$ cat src/rtl/hostlink_pkg.sv
package hostlink_pkg;

    typedef enum logic [2:0] {
        LNK_IDLE,
        LNK_CMD,
        LNK_EXEC,
        LNK_HOLD,
        LNK_RSP
    } lnk_state_e;

endpackage

$ cat src/rtl/hostlink_sync.sv
module hostlink_sync #(
    parameter int   STAGES  = 2,
    parameter logic RST_VAL = 1'b1
) (
    input  logic clk,
    input  logic rst_n,
    input  logic d_i,
    output logic q_o
);

    logic [STAGES-1:0] chain_d, chain_q;

    generate
        if (STAGES == 1) begin : g_single
            always_comb chain_d = d_i;
        end else begin : g_chain
            always_comb chain_d = {chain_q[STAGES-2:0], d_i};
        end
    endgenerate

    always_ff @(posedge clk or negedge rst_n) begin
        if (!rst_n) chain_q <= {STAGES{RST_VAL}};
        else        chain_q <= chain_d;
    end

    assign q_o = chain_q[STAGES-1];

endmodule

$ cat src/rtl/hostlink_shifter.sv
module hostlink_shifter #(
    parameter int FRAME_W = 32,
    parameter int DIV     = 4,
    parameter int CNT_W   = $clog2(FRAME_W + 1)
) (
    input  logic               clk,
    input  logic               rst_n,
    input  logic               start_i,
    input  logic [CNT_W-1:0]   nbits_i,
    input  logic [FRAME_W-1:0] tx_word_i,
    input  logic               miso_i,
    output logic               sck_o,
    output logic               mosi_o,
    output logic               done_o,
    output logic [FRAME_W-1:0] rx_word_o
);

    localparam int DIV_W = (DIV > 1) ? $clog2(DIV) : 1;
    localparam logic [DIV_W-1:0] DIV_LAST = DIV_W'(DIV - 1);

    typedef struct packed {
        logic               active;
        logic               sck;
        logic               mosi;
        logic [DIV_W-1:0]   div_cnt;
        logic [CNT_W-1:0]   bits_left;
        logic [FRAME_W-1:0] shreg;
    } shf_t;

    shf_t shf_d, shf_q;
    logic done_d;

    always_comb begin
        shf_d  = shf_q;
        done_d = 1'b0;
        if (!shf_q.active) begin
            if (start_i) begin
                shf_d.active    = 1'b1;
                shf_d.sck       = 1'b0;
                shf_d.div_cnt   = '0;
                shf_d.bits_left = nbits_i;
                shf_d.shreg     = tx_word_i;
                shf_d.mosi      = tx_word_i[FRAME_W-1];
            end
        end else if (shf_q.div_cnt == DIV_LAST) begin
            shf_d.div_cnt = '0;
            if (!shf_q.sck) begin
                // rising edge: capture the incoming bit
                shf_d.sck   = 1'b1;
                shf_d.shreg = {shf_q.shreg[FRAME_W-2:0], miso_i};
            end else begin
                // falling edge: present the next outgoing bit
                shf_d.sck       = 1'b0;
                shf_d.bits_left = shf_q.bits_left - 1'b1;
                if (shf_q.bits_left == CNT_W'(1)) begin
                    shf_d.active = 1'b0;
                    shf_d.mosi   = 1'b0;
                    done_d       = 1'b1;
                end else begin
                    shf_d.mosi = shf_q.shreg[FRAME_W-1];
                end
            end
        end else begin
            shf_d.div_cnt = shf_q.div_cnt + 1'b1;
        end
    end

    always_ff @(posedge clk or negedge rst_n) begin
        if (!rst_n) shf_q <= '0;
        else        shf_q <= shf_d;
    end

    assign sck_o     = shf_q.sck;
    assign mosi_o    = shf_q.mosi;
    assign done_o    = done_d;
    assign rx_word_o = shf_q.shreg;

endmodule

$ cat src/rtl/hostlink_spi_ctrl.sv
module hostlink_spi_ctrl #(
    parameter int CMD_BYTES     = 2,
    parameter int RSP_MAX_BYTES = 4,
    parameter int SCK_DIV       = 4,
    parameter int SYNC_STAGES   = 2,
    parameter int CMD_W         = CMD_BYTES * 8,
    parameter int RSP_W         = RSP_MAX_BYTES * 8,
    parameter int LEN_W         = $clog2(RSP_MAX_BYTES + 1)
) (
    input  logic             clk,
    input  logic             rst_n,
    output logic             sck_o,
    output logic             mosi_o,
    input  logic             miso_i,
    input  logic             req_n_i,
    output logic             busy_o,
    output logic             cmd_valid_o,
    output logic [CMD_W-1:0] cmd_data_o,
    input  logic             rsp_valid_i,
    input  logic [RSP_W-1:0] rsp_data_i,
    input  logic [LEN_W-1:0] rsp_len_i
);
    import hostlink_pkg::*;

    localparam int FRAME_W = (CMD_W > RSP_W) ? CMD_W : RSP_W;
    localparam int CNT_W   = $clog2(FRAME_W + 1);
    localparam int PAD_W   = FRAME_W - RSP_W;
    localparam logic [LEN_W-1:0] LEN_MAX = LEN_W'(RSP_MAX_BYTES);

    typedef struct packed {
        lnk_state_e       state;
        logic             busy;
        logic [CMD_W-1:0] cmd;
        logic [RSP_W-1:0] rsp;
        logic [LEN_W-1:0] len;
    } lnk_t;

    lnk_t lnk_d, lnk_q;

    logic               req_sync_n;
    logic               req_act;
    logic               eng_start;
    logic [CNT_W-1:0]   eng_nbits;
    logic [FRAME_W-1:0] eng_tx;
    logic               eng_done;
    logic [FRAME_W-1:0] eng_rx;

    hostlink_sync #(
        .STAGES  (SYNC_STAGES),
        .RST_VAL (1'b1)
    ) u_req_sync (
        .clk   (clk),
        .rst_n (rst_n),
        .d_i   (req_n_i),
        .q_o   (req_sync_n)
    );

    assign req_act = ~req_sync_n;

    hostlink_shifter #(
        .FRAME_W (FRAME_W),
        .DIV     (SCK_DIV),
        .CNT_W   (CNT_W)
    ) u_shifter (
        .clk       (clk),
        .rst_n     (rst_n),
        .start_i   (eng_start),
        .nbits_i   (eng_nbits),
        .tx_word_i (eng_tx),
        .miso_i    (miso_i),
        .sck_o     (sck_o),
        .mosi_o    (mosi_o),
        .done_o    (eng_done),
        .rx_word_o (eng_rx)
    );

    always_comb begin
        lnk_d     = lnk_q;
        eng_start = 1'b0;
        eng_nbits = '0;
        eng_tx    = '0;
        unique case (lnk_q.state)
            LNK_IDLE: begin
                if (req_act) begin
                    lnk_d.busy  = 1'b1;
                    lnk_d.state = LNK_CMD;
                    eng_start   = 1'b1;
                    eng_nbits   = CNT_W'(CMD_W);
                end
            end
            LNK_CMD: begin
                if (eng_done) begin
                    lnk_d.cmd   = eng_rx[CMD_W-1:0];
                    lnk_d.state = LNK_EXEC;
                end
            end
            LNK_EXEC: begin
                if (rsp_valid_i) begin
                    lnk_d.rsp   = rsp_data_i;
                    lnk_d.len   = (rsp_len_i > LEN_MAX) ? LEN_MAX : rsp_len_i;
                    lnk_d.state = LNK_HOLD;
                end
            end
            LNK_HOLD: begin
                if (!req_act) begin
                    if (lnk_q.len == '0) begin
                        lnk_d.busy  = 1'b0;
                        lnk_d.state = LNK_IDLE;
                    end else begin
                        eng_start   = 1'b1;
                        eng_nbits   = CNT_W'({lnk_q.len, 3'b000});
                        eng_tx      = FRAME_W'(lnk_q.rsp) << PAD_W;
                        lnk_d.state = LNK_RSP;
                    end
                end
            end
            LNK_RSP: begin
                if (eng_done) begin
                    lnk_d.busy  = 1'b0;
                    lnk_d.state = LNK_IDLE;
                end
            end
            default: begin
                lnk_d.busy  = 1'b0;
                lnk_d.state = LNK_IDLE;
            end
        endcase
    end

    always_ff @(posedge clk or negedge rst_n) begin
        if (!rst_n) begin
            lnk_q       <= '0;
            lnk_q.state <= LNK_IDLE;
        end else begin
            lnk_q <= lnk_d;
        end
    end

    assign busy_o      = lnk_q.busy;
    assign cmd_valid_o = (lnk_q.state == LNK_EXEC);
    assign cmd_data_o  = lnk_q.cmd;

endmodule

$ cat config.mk
export PLATFORM = sky130hd
export DESIGN_NAME = hostlink_spi_ctrl
export DESIGN_NICKNAME = d
export VERILOG_FILES = /design/src/rtl/hostlink_pkg.sv /design/src/rtl/hostlink_sync.sv /design/src/rtl/hostlink_shifter.sv /design/src/rtl/hostlink_spi_ctrl.sv
export SDC_FILE = /design/constraint.sdc
export NUM_CORES = 1
export LEC_CHECK = 0
export BUFFER_PORTS_ARGS = -buffer_cell sky130_fd_sc_hd__buf_4
export CORE_MARGIN = 8
export CORE_UTILIZATION = 52
export DETAILED_ROUTE_END_ITERATION = 12
export PLACE_DENSITY_LB_ADDON = 0.2
export SYNTH_ARGS = -nofsm -noshare
export SYNTH_HDL_FRONTEND = slang
export SYNTH_SLANG_ARGS = --single-unit
export TNS_END_PERCENT = 50
$ cat constraint.sdc
create_clock -name clk -period 1.7 [get_ports clk]
set_input_delay 0.17 -clock clk [delete_from_list [all_inputs] [get_ports clk]]
set_output_delay 0.17 -clock clk [all_outputs]
set_load 0.05 [all_outputs]
==> results of run 1 <==
flip-flops by register name, summed over array words and instances (netlist names):
| name | cells |
|---|---|
| lnk_q | 38 |
| u_shifter.mosi_o | 1 |
| busy_o | 1 |
| u_shifter.shf_q | 9 |
| cmd_data_o | 16 |
| u_req_sync.chain_q | 2 |
| u_shifter.rx_word_o | 32 |
| u_shifter.sck_o | 1 |
how the worst max path moves through the flow:
stage	slack, ps	to	start
after floorplan	-250	lnk_q[10]	lnk_q[52]
after global placement	10	u_shifter.rx_word_o[0]	lnk_q[54]
after detailed placement	-20	u_shifter.rx_word_o[13]	u_req_sync.chain_q[1]
after CTS	1	u_shifter.rx_word_o[20]	u_req_sync.chain_q[1]
after global routing	-70	u_shifter.rx_word_o[20]	u_req_sync.chain_q[1]
final	2	u_shifter.rx_word_o[1]	u_req_sync.chain_q[1]
layout make-up:
class                           count  share of cell area, %
Sequential cell                   100                   45.5
Multi-Input combinational cell    188                   33.0
Timing Repair Buffer               94                   14.8
Clock inverter                      5                   1.07
Tap cell                          108                   2.45
Inverter                            9                  0.613
Clock buffer                       11                   2.57
worst max-delay path: stages, from the launching register on:
cell      delay [ps]
dfstp_2          570
nor4_4            50
o21bai_2         220
a21oi_4          210
buf_12           190
mux2_2           340
power groups by stage:
stage / sequential, mW / clock [mW] / combinational (mW)
2_1_floorplan: 2.43 / 0 / 0.00262
3_3_place_gp: 2.43 / 0 / 0.131
3_5_place_dp: 2.43 / 0 / 0.133
4_1_cts: 2.38 / 1.57 / 0.137
5_1_grt: 2.38 / 1.65 / 0.150
6_report: 2.38 / 1.53 / 0.132
metal layers:
metal	track usage (%)	part of all wire [%]
met1	19.8	45
met2	24.4	49
met3	3.81	4.8
met4	5.11	1.4
met5	0	0
cell families after synthesis:
family,after synthesis,share of synthesized area [%]
adders and majority gates,3,0.828
muxes,84,21.6
buffers and inverters,45,6.37
and+or+nand+nor,40,5.10
xor gates and xnor gates,3,0.579
DFF,100,55.2
AOI/OAI and AO/OA,58,10.3
synth_stat cells, types with 2 or more instances:
library cell	n	area [sq um]
dfrtp_1	98	2450
mux2_2	67	754
a22o_1	34	298
buf_4	22	165
nor2_1	11	41.3
mux2_4	10	150
inv_1	9	33.8
nand2_1	9	33.8
buf_2	6	30.0
mux2_1	5	56.3
nand3_1	5	25.0
a21oi_1	4	20.0
buf_6	4	45.0
clkbuf_1	4	15.0
ha_1	3	37.5
nor3_2	3	30.0
o21ai_0	3	15.0
o22ai_1	3	18.8
xor2_1	3	26.3
a31oi_1	2	12.5
and2_1	2	12.5
dfstp_2	2	52.6
mux2i_1	2	20.0
nand3b_1	2	15.0
nand4_1	2	12.5
o31ai_1	2	15.0
timing repair:
action,4_1_cts,5_1_grt
resized for setup,4,9
hold endpoints to repair,28,0
pin swaps,1,0
endpoints found under the setup margin,23,48
hold buffers,2,0
metrics by stage:
step                cell area (sq um)  utilization, %  total power [mW]  setup slack [ps]  cells
detailed placement               5240            61.0              2.56             -20.0    497
global route                     5510            64.1              4.19             -67.5    515
finish                           5510            64.1              4.04              2.14    515
floorplan                        4590               -              2.43              -253    333
CTS                              5480            63.7              4.09              1.30    515
global placement                 5240            61.0              2.56              13.4    497
==> reports/results.tsv, run 1 <==
stage	metric	value	unit
logic_synthesis	yosysUniqueCellTypes	42	
clock_tree	h-tree-depth	3	
final_layout	antenna_cells	0	
final_layout	multi_input_area	1820	sq um
clock_tree	path_clk_slew	90	ps
run_status	outcome	complete, no violations	
power	netSwitchingPower	0.865	mW
power	p_int	3.18	mW
floorplan	die_area	12000	sq um
place	hpwlAfterDp	6290	microns
clock_tree	cts_made_buffers	9	
worst_setup_path	endpoint_kind	flop	
worst_setup_path	reg2reg_depth	5	
logic_synthesis	synth_area	4540	sq um
routing	postRouteWirelength	8620	microns
floorplan	row_count	34	
timing	setup_tns	0	ps
logic_synthesis	yosys_register_bits	100	
power	peakVddDrop	0.465	mV
logic_synthesis	avgSynthCellArea	13.6	sq um
final_layout	final_common_cell	dfrtp_1	
worst_setup_path	r2r_slack	2	ps
routing	vias_per_cell	5.51	
logic_synthesis	synth_edf_count	0	
worst_setup_path	required	1940	ps
logic_synthesis	ys_warn_count	0	
timing	fin_skew	12.5	ps
final_layout	fillCellCount	678	
power	p_comb_share	3.3	%
worst_setup_path	crit_fanout	17	
timing	slew_viol_final	0	
floorplan	core	8590	sq um
floorplan	die_h	109	microns
routing	first_iter_violations	59	
timing	timing.fmax	589	MHz
clock_tree	ctsLongestPathBuffers	2	
timing	fin_crit	1700	ps
timing	fin_crit_sh	99.9	%
global_routing	grt_max_degree	39	
place	gp_congestion	0.874	
routing	vias	2840	
logic_synthesis	ys_async_sr_fraction	100	%
routing	wl_per_cell	16.7	microns
timing	relSlewSlack	71.7	%
final_layout	area.growth.synth_to_final	21.4	%
worst_hold_path	holdPathEnd	lnk_q[3]	
worst_setup_path	crit_type	flop to flop	
clock_tree	cts_setup_buffers	0	
worst_hold_path	hold_class	input pin to flop	
routing	antenna_left	0	
clock_tree	clock-sinks	100	
global_routing	grt_pass1_wl	14400	microns
global_routing	antenna_found_initial	0	
clock_tree	cts_tree	yes	
power	p_seq_share	59.0	%
global_routing	grtUsageTotal	15.2	%
power	clkPwrFrac	37.8	%
logic_synthesis	synth_fp_nets	376	
worst_setup_path	cp.arrival	1940	ps
final_layout	seq_area	2510	sq um
final_layout	mostFrequentLayoutCells	95 x dfrtp_1, 83 x buf_4, 64 x mux2_2, 34 x a22o_1, 13 x mux2_4	
global_routing	first_global_vias	2987	
worst_setup_path	r2r-start	u_req_sync.chain_q[1]	
worst_hold_path	min_path_cells	2	
routing	first_pass_iters	4	
logic_synthesis	synth_ff_type	dfrtp_1	
final_layout	drive_above_1_share	50.1	%
timing	whs	38.1	ps
timing	worst_pin_slew	424	ps
timing	rsz0062_at_grt	true	
clock_tree	cts_root_buf	clkbuf_8	
power	power_density	734	nW/um^2
final_layout	nNetsFinal	445	
timing	setup_viol	0	
timing	hold_violations	0	
worst_setup_path	r2r-end	u_shifter.rx_word_o[1]	
clock_tree	insertion_delay	360	ps
worst_setup_path	setup.worst_path.start_class	flop	
floorplan	initial_core_util	52.8	%
worst_hold_path	hp-start	rsp_data_i[0]	
floorplan	die-width	109	microns
logic_synthesis	syn_inst	333	
power	leakage	2.77	nW
logic_synthesis	seq_area_frac_synth	55.2	%
power	power.switching_fraction	21.4	%
place	port_buffers	59	
floorplan	pin_count	60	
routing	drc	0	
global_routing	overflow	0	
run	cap_violations	0	
Note: power is estimated with default switching activity, not from simulation.
==> inputs of run 2 (changes only) <==
--- a/config.mk
+++ b/config.mk
@@ -7,10 +7,11 @@
 export LEC_CHECK = 0
 export BUFFER_PORTS_ARGS = -buffer_cell sky130_fd_sc_hd__buf_4
 export CORE_MARGIN = 8
-export CORE_UTILIZATION = 52
+export CORE_UTILIZATION = 53
 export DETAILED_ROUTE_END_ITERATION = 12
 export PLACE_DENSITY_LB_ADDON = 0.2
 export SYNTH_ARGS = -nofsm -noshare
 export SYNTH_HDL_FRONTEND = slang
+export SYNTH_HIERARCHICAL = 1
 export SYNTH_SLANG_ARGS = --single-unit
 export TNS_END_PERCENT = 50
==> run 2 against run 1 <==
Against the previous run: highest routed layer unchanged; clock power is 6% higher; via count up 15%; critical path type unchanged; area after synthesis up 14%; non-clock buffer count rose by 21; the flow now finishes with violations (negative setup slack).
==> reports/results.tsv, run 2 <==
stage	metric	value	unit	change
worst_setup_path	cp.arrival	2040	ps	was 1940 ps
timing	fin_skew	9.84	ps	was 12.5 ps
power	power_density	663	nW/um^2	was 734 nW/um^2
final_layout	drive_above_1_share	45.6	%	was 50.1%
final_layout	fillCellCount	773		was 678
logic_synthesis	syn_inst	402		was 333
routing	wl_per_cell	16.9	microns	was 16.7 microns
routing	drc	0		unchanged
floorplan	row_count	36		was 34
worst_setup_path	crit_type	flop to flop		unchanged
run	cap_violations	0		unchanged
worst_setup_path	crit_start	u_shifter/shf_q[34]		was u_req_sync.chain_q[1]
global_routing	first_global_vias	3433		was 2,987
power	p_comb_share	3.1	%	was 3.3%
worst_setup_path	crit_fanout	16		was 17
run_status	violations	negative setup slack		
place	port_buffers	59		unchanged
worst_setup_path	critical_path.cell_chain	nor4_4 -> and3_4 -> nand3b_4 -> nor2_4 -> buf_12 -> mux2_2		was nor4_4 -> o21bai_2 -> a21oi_4 -> buf_12 -> mux2_2
worst_setup_path	r2r-end	cmd_data_o[11]		was u_shifter.rx_word_o[1]
timing	setup_tns	-2570	ps	was 0 ps
power	netSwitchingPower	0.855	mW	was 0.865 mW
floorplan	die-width	115	microns	was 109 microns
routing	antenna_left	0		unchanged
routing	vias_per_cell	5.35		was 5.51
clock_tree	cts_root_buf	clkbuf_8		unchanged
logic_synthesis	synth_area	5170	sq um	was 4540 sq um
worst_setup_path	r2r_slack	-100	ps	was 2 ps
worst_hold_path	min_path_cells	2		unchanged
timing	fin_crit	1800	ps	was 1700 ps
run_status	outcome	finished with violations		was complete, no violations
clock_tree	h-tree-depth	3		unchanged
clock_tree	insertion_delay	360	ps	about the same
routing	first_pass_iters	5		was 4
floorplan	die_h	115	microns	was 109 microns
logic_synthesis	ys_warn_count	6		was 0
clock_tree	path_clk_slew	100	ps	was 90 ps
worst_setup_path	setup.worst_path.start_class	flop		unchanged
worst_setup_path	crit_end	cmd_data_o[11]		was u_shifter.rx_word_o[1]
timing	fin_crit_sh	106	%	was 99.9%
worst_setup_path	endpoint_kind	flop		unchanged
logic_synthesis	avgSynthCellArea	12.9	sq um	was 13.6 sq um
final_layout	seq_area	2510	sq um	about the same
power	power.switching_fraction	20.7	%	was 21.4%
final_layout	mostFrequentLayoutCells	96 x dfrtp_1, 96 x buf_4, 50 x mux2_4, 31 x and2_1, 21 x a22o_1		was 95 x dfrtp_1, 83 x buf_4, 64 x mux2_2, 34 x a22o_1, 13 x mux2_4
floorplan	core	9640	sq um	was 8590 sq um
routing	first_iter_violations	119		was 59
place	pre_cts_ws	-111	ps	was -20.0 ps
timing	fin_ws	-101	ps	was 2.14 ps
clock_tree	clock-sinks	100		unchanged
routing	vias	3257		was 2,840
final_layout	nNetsFinal	514		was 445
power	total_power	4.13	mW	was 4.04 mW
global_routing	grt_pass1_wl	16700	microns	was 14,400 microns
final_layout	largest_register_ff_count	38		unchanged
worst_hold_path	hold_class	input pin to flop		unchanged
final_layout	antenna_cells	0		unchanged
timing	slew_viol_final	0		unchanged
power	p_seq_share	57.6	%	was 59.0%
floorplan	pin_count	60		unchanged
power	clkPwrFrac	39.2	%	was 37.8%
worst_setup_path	r2r-start	u_shifter/shf_q[34]		was u_req_sync.chain_q[1]
worst_setup_path	required	1940	ps	about the same
final_layout	regMostFlops	lnk_q		unchanged
power	peakVddDrop	0.350	mV	was 0.465 mV
timing	rsz0062_at_grt	true		unchanged
global_routing	overflow	0		unchanged
place	gp_congestion	0.860		was 0.874
clock_tree	cts_made_buffers	9		unchanged
clock_tree	ctsLongestPathBuffers	2		unchanged
power	p_int	3.28	mW	was 3.18 mW
worst_setup_path	reg2reg_depth	6		was 5
worst_setup_path	critPathMaxStageDelay	430	ps	was 570 ps
routing	postRouteWirelength	10300	microns	was 8620 microns
final_layout	multi_input_area	2270	sq um	was 1820 sq um
floorplan	initial_core_util	53.7	%	was 52.8%
timing	hold_violations	0		unchanged
floorplan	die_area	13200	sq um	was 12,000 sq um
global_routing	grtUsageTotal	16.0	%	was 15.2%
power	leakage	3.17	nW	was 2.77 nW
global_routing	grt_max_degree	72		was 39
timing	setup_viol	52		was 0
worst_setup_path	cp_slowest_cell	dfrtp_1		was dfstp_2
timing	timing.fmax	555	MHz	was 589 MHz
place	hpwlAfterDp	6980	microns	was 6290 microns
final_layout	area.growth.synth_to_final	20.4	%	was 21.4%
clock_tree	cts_tree	yes		unchanged
global_routing	antenna_found_initial	0		unchanged
-- run 2: per-stage QoR --
| step | hold slack (ps) | cells | utilization, % | cell area, sq um |
|---|---|---|---|---|
| floorplan | -126 | 404 | - | 5290 |
| global placement | 223 | 579 | 60.0 | 5790 |
| detailed placement | 221 | 579 | 60.0 | 5790 |
| CTS | 12.0 | 601 | 63.3 | 6100 |
| global route | 9.24 | 609 | 64.7 | 6230 |
| finish | 33.0 | 609 | 64.7 | 6230 |
-- run 2: worst min path at each step --
stage	start	to	slack, ps
after floorplan	rst_n	busy_o	-130
after global placement	rst_n	cmd_data_o[5]	220
after detailed placement	rst_n	lnk_q[8]	220
after CTS	rsp_data_i[28]	lnk_q[31]	10
after global routing	rsp_data_i[24]	lnk_q[27]	9
final	rsp_data_i[18]	lnk_q[21]	30
-- run 2: repair_timing --
| item | in CTS | in global routing |
|---|---|---|
| setup buffers | 3 | 7 |
| gates resized for setup | 8 | 10 |
| setup endpoints to repair | 53 | 84 |
| endpoints found under the hold margin | 99 | 0 |
| pin swaps | 23 | 11 |
| cloned | 1 | 2 |
| hold buffers | 2 | 0 |
-- run 2: per-layer routing --
layer,GRT usage (%),wire length (microns),vias to the layer above
met2,26.5,4960,54
met5,0,0,-
met4,4.99,120,0
li1,-,-,1555
met3,3.62,375,9
met1,20.5,4820,1639
-- run 2: power groups by stage --
stage / registers, mW / clock network (mW) / logic [mW]
finish: 2.38 / 1.62 / 0.130
global route: 2.38 / 1.75 / 0.147
CTS: 2.38 / 1.67 / 0.135
detailed placement: 2.43 / 0 / 0.132
global placement: 2.43 / 0 / 0.129
floorplan: 2.43 / 0 / 0.00370
-- run 2: area by class of cell --
class | instances | area share, %
Inverter | 7 | 0.422
Clock inverter | 6 | 1.43
Clock buffer | 10 | 2.05
Timing Repair Buffer | 115 | 16.7
Tap cell | 133 | 2.67
Multi-Input combinational cell | 238 | 36.5
Sequential cell | 100 | 40.2
-- run 2: worst max-delay path: cells and delay by family, from the launching register on --
kind / cells / cell delay, ps
buffers and inverters: 1 / 170
and+or+nand+nor: 4 / 740
DFF: 1 / 430
muxes: 1 / 340
==> inputs of run 3 (changes only) <==
--- a/config.mk
+++ b/config.mk
@@ -7,8 +7,9 @@
 export LEC_CHECK = 0
 export BUFFER_PORTS_ARGS = -buffer_cell sky130_fd_sc_hd__buf_4
 export CORE_MARGIN = 8
-export CORE_UTILIZATION = 53
+export CORE_UTILIZATION = 28
 export DETAILED_ROUTE_END_ITERATION = 12
+export GPL_TIMING_DRIVEN = 0
 export PLACE_DENSITY_LB_ADDON = 0.2
 export SYNTH_ARGS = -nofsm -noshare
 export SYNTH_HDL_FRONTEND = slang
==> run 3 against run 2 <==
Against the previous run: first-iteration DRC count increased by 71%; highest routed layer unchanged; cell count rose by 24%; via count increased by 5.7%; sequential cell count unchanged; clock power grew 22%; hold slack improved by 8.7 ps; register-to-register slack worse by 90 ps; global-route usage is 4.7 points lower; clock skew fell by 3.0 ps; die area up 75%; the run still ends with negative setup slack left; non-clock buffer count up 49.
==> reports/results.tsv, run 3 (same netlist as run 2, synthesis figures left out) <==
stage	metric	value	unit	change
worst_setup_path	r2r-start	u_req_sync/chain_q[1]		was u_shifter/shf_q[34]
final_layout	mostFrequentLayoutCells	122 x buf_4, 94 x dfrtp_1, 50 x mux2_4, 26 x and2_1, 21 x a22o_1		was 96 x dfrtp_1, 96 x buf_4, 50 x mux2_4, 31 x and2_1, 21 x a22o_1
power	p_int	3.57	mW	was 3.28 mW
final_layout	nNetsFinal	563		was 514
routing	antenna_left	0		unchanged
worst_setup_path	critPathMaxStageDelay	570	ps	was 430 ps
worst_setup_path	crit_start	u_req_sync/chain_q[1]		was u_shifter/shf_q[34]
worst_setup_path	path_buf_inv	3		was 1
worst_setup_path	cp_slowest_cell	dfstp_2		was dfrtp_1
power	total_power	4.50	mW	was 4.13 mW
clock_tree	ctsLongestPathBuffers	2		unchanged
timing	hold_violations	0		unchanged
final_layout	area.growth.synth_to_final	35.1	%	was 20.4%
global_routing	grt_pass1_wl	20900	microns	was 16,700 microns
clock_tree	cts_made_buffers	9		unchanged
run_status	violations	negative setup slack		unchanged
routing	drc	0		unchanged
worst_hold_path	hp-start	rsp_data_i[1]		was rsp_data_i[18]
floorplan	pin_count	60		unchanged
power	power.switching_fraction	20.7	%	about the same
clock_tree	h-tree-depth	3		unchanged
floorplan	die-width	152	microns	was 115 microns
worst_hold_path	hold_class	input pin to flop		unchanged
worst_setup_path	crit_fanout	6		was 16
clock_tree	cts_tree	yes		unchanged
run	cap_violations	0		unchanged
power	power_density	644	nW/um^2	was 663 nW/um^2
power	clkPwrFrac	43.9	%	was 39.2%
final_layout	drive_above_1_share	52.0	%	was 45.6%
final_layout	largest_register_ff_count	38		unchanged
routing	vias_per_cell	4.56		was 5.35
worst_setup_path	cp.arrival	2120	ps	was 2040 ps
place	gp_congestion	0.742		was 0.860
clock_tree	path_clk_slew	70	ps	was 100 ps
place	hpwlAfterDp	8180	microns	was 6980 microns
final_layout	final_common_cell	buf_4		
floorplan	die_area	23100	sq um	was 13,200 sq um
global_routing	first_global_vias	3795		was 3,433
floorplan	die_h	152	microns	was 115 microns
power	leakage	3.52	nW	was 3.17 nW
run_status	outcome	finished with violations		unchanged
worst_setup_path	path_delay_family	compound AO/OA/AOI/OAI gates		was simple AND/OR/NAND/NOR gates
global_routing	grt_max_degree	101		was 72
power	netSwitchingPower	0.933	mW	was 0.855 mW
timing	rsz0062_at_grt	true		unchanged
global_routing	overflow	0		unchanged
power	p_seq_share	53.0	%	was 57.6%
worst_setup_path	required	1930	ps	was 1940 ps
timing	fin_ws	-187	ps	was -101 ps
routing	wl_per_cell	16.9	microns	about the same
power	peakVddDrop	0.448	mV	was 0.350 mV
clock_tree	clock-sinks	100		unchanged
worst_setup_path	critical_path.cell_chain	buf_4 -> nor3_4 -> o21ba_4 -> nor2b_4 -> buf_12 -> clkbuf_16 -> a221o_1		was nor4_4 -> and3_4 -> nand3b_4 -> nor2_4 -> buf_12 -> mux2_2
timing	timing.fmax	530	MHz	was 555 MHz
floorplan	initial_core_util	28.7	%	was 53.7%
timing	fin_crit_sh	111	%	was 106%
final_layout	regMostFlops	lnk_q		unchanged
floorplan	row_count	49		was 36
timing	fin_crit	1890	ps	was 1800 ps
routing	first_iter_violations	203		was 119
timing	slew_viol_final	0		unchanged
worst_setup_path	endpoint_kind	flop		unchanged
routing	vias	3442		was 3,257
routing	first_pass_iters	4		was 5
final_layout	antenna_cells	0		unchanged
final_layout	fillCellCount	1737		was 773
clock_tree	insertion_delay	350	ps	was 360 ps
routing	postRouteWirelength	12700	microns	was 10,300 microns
worst_setup_path	setup.worst_path.start_class	flop		unchanged
floorplan	core	18000	sq um	was 9640 sq um
worst_setup_path	r2r_slack	-190	ps	was -100 ps
final_layout	fin_util	38.8	%	was 64.7%
worst_setup_path	crit_type	flop to flop		unchanged
global_routing	grtUsageTotal	11.3	%	was 16.0%
timing	setup_viol	55		was 52
power	p_comb_share	3.1	%	about the same
global_routing	antenna_found_initial	0		unchanged
timing	fin_skew	6.87	ps	was 9.84 ps
place	port_buffers	59		unchanged
clock_tree	cts_root_buf	clkbuf_16		was clkbuf_8
## run 3: cell count changes in the layout (fill, tap and decap cells not counted), sizes merged
cell,before,now
buf,111,151
bufinv,2,0
clkbuf,12,26
clkinv,2,1
clkinvlp,2,0
## run 3: metrics by stage
| step | std cells | TNS (ps) | worst slack, ps | instance area [sq um] | hold WS [ps] |
|---|---|---|---|---|---|
| CTS | 747 | -5950 | -214 | 6890 | 28.7 |
| global placement | 692 | -17290 | -457 | 6020 | 280 |
| floorplan | 404 | -7500 | -206 | 5290 | -126 |
| finish | 754 | -8100 | -187 | 6990 | 41.8 |
| global route | 754 | -11070 | -254 | 6990 | 33.3 |
| detailed placement | 692 | -17840 | -477 | 6020 | 284 |
## run 3: cell type report
type,instances,area [sq um],share of cell area [%]
sequential,100,2510,35.9
multi-input combinational,238,2340,33.4
timing repair buffer,108,980,14.0
buffer,56,572,8.18
tap,229,287,4.10
clock buffer,15,278,3.97
inverter,7,26.3,0.376
clock inverter,1,5.00,0.0716
## run 3: power by group through the flow
stage | logic [mW] | registers [mW] | clock network [mW]
final | 0.138 | 2.39 | 1.98
after global routing | 0.155 | 2.38 | 2.12
after CTS | 0.130 | 2.38 | 2.05
after detailed placement | 0.126 | 2.43 | 0
after global placement | 0.124 | 2.43 | 0
after floorplan | 0.00370 | 2.43 | 0
## run 3: layer usage
layer / track usage, % / vias up / wire length (microns)
met5: 0 / - / 0
met4: 5.61 / 0 / 291
met3: 2.60 / 16 / 507
met2: 18.0 / 55 / 6180
met1: 14.1 / 1718 / 5760
li1: - / 1653 / -
## run 3: path summary, 6_finish.rpt
path,to,depth (start not counted)
worst max-delay path,u_shifter/mosi_o,7
worst min-delay path,lnk_q[4],2
worst max register to register,u_shifter/mosi_o,7
worst min register to register,u_req_sync/chain_q[1],0
max in group asynchronous,u_shifter/sck_o,3
min in group asynchronous,cmd_data_o[4],2
## run 3: worst reg2reg max path, delay by kind of cell, from the launching register on
kind	cells	cell delay, ps
simple gates	2	190
buf+inv	3	430
flops	1	570
compound gates	2	580
## run 3: timing repair
action,in CTS,in global routing
endpoints found under the hold margin,1,98
setup buffers,35,6
pin swaps,33,5
endpoints found under the setup margin,56,57
hold buffers,1,1
resized for setup,53,9
cloned,6,0
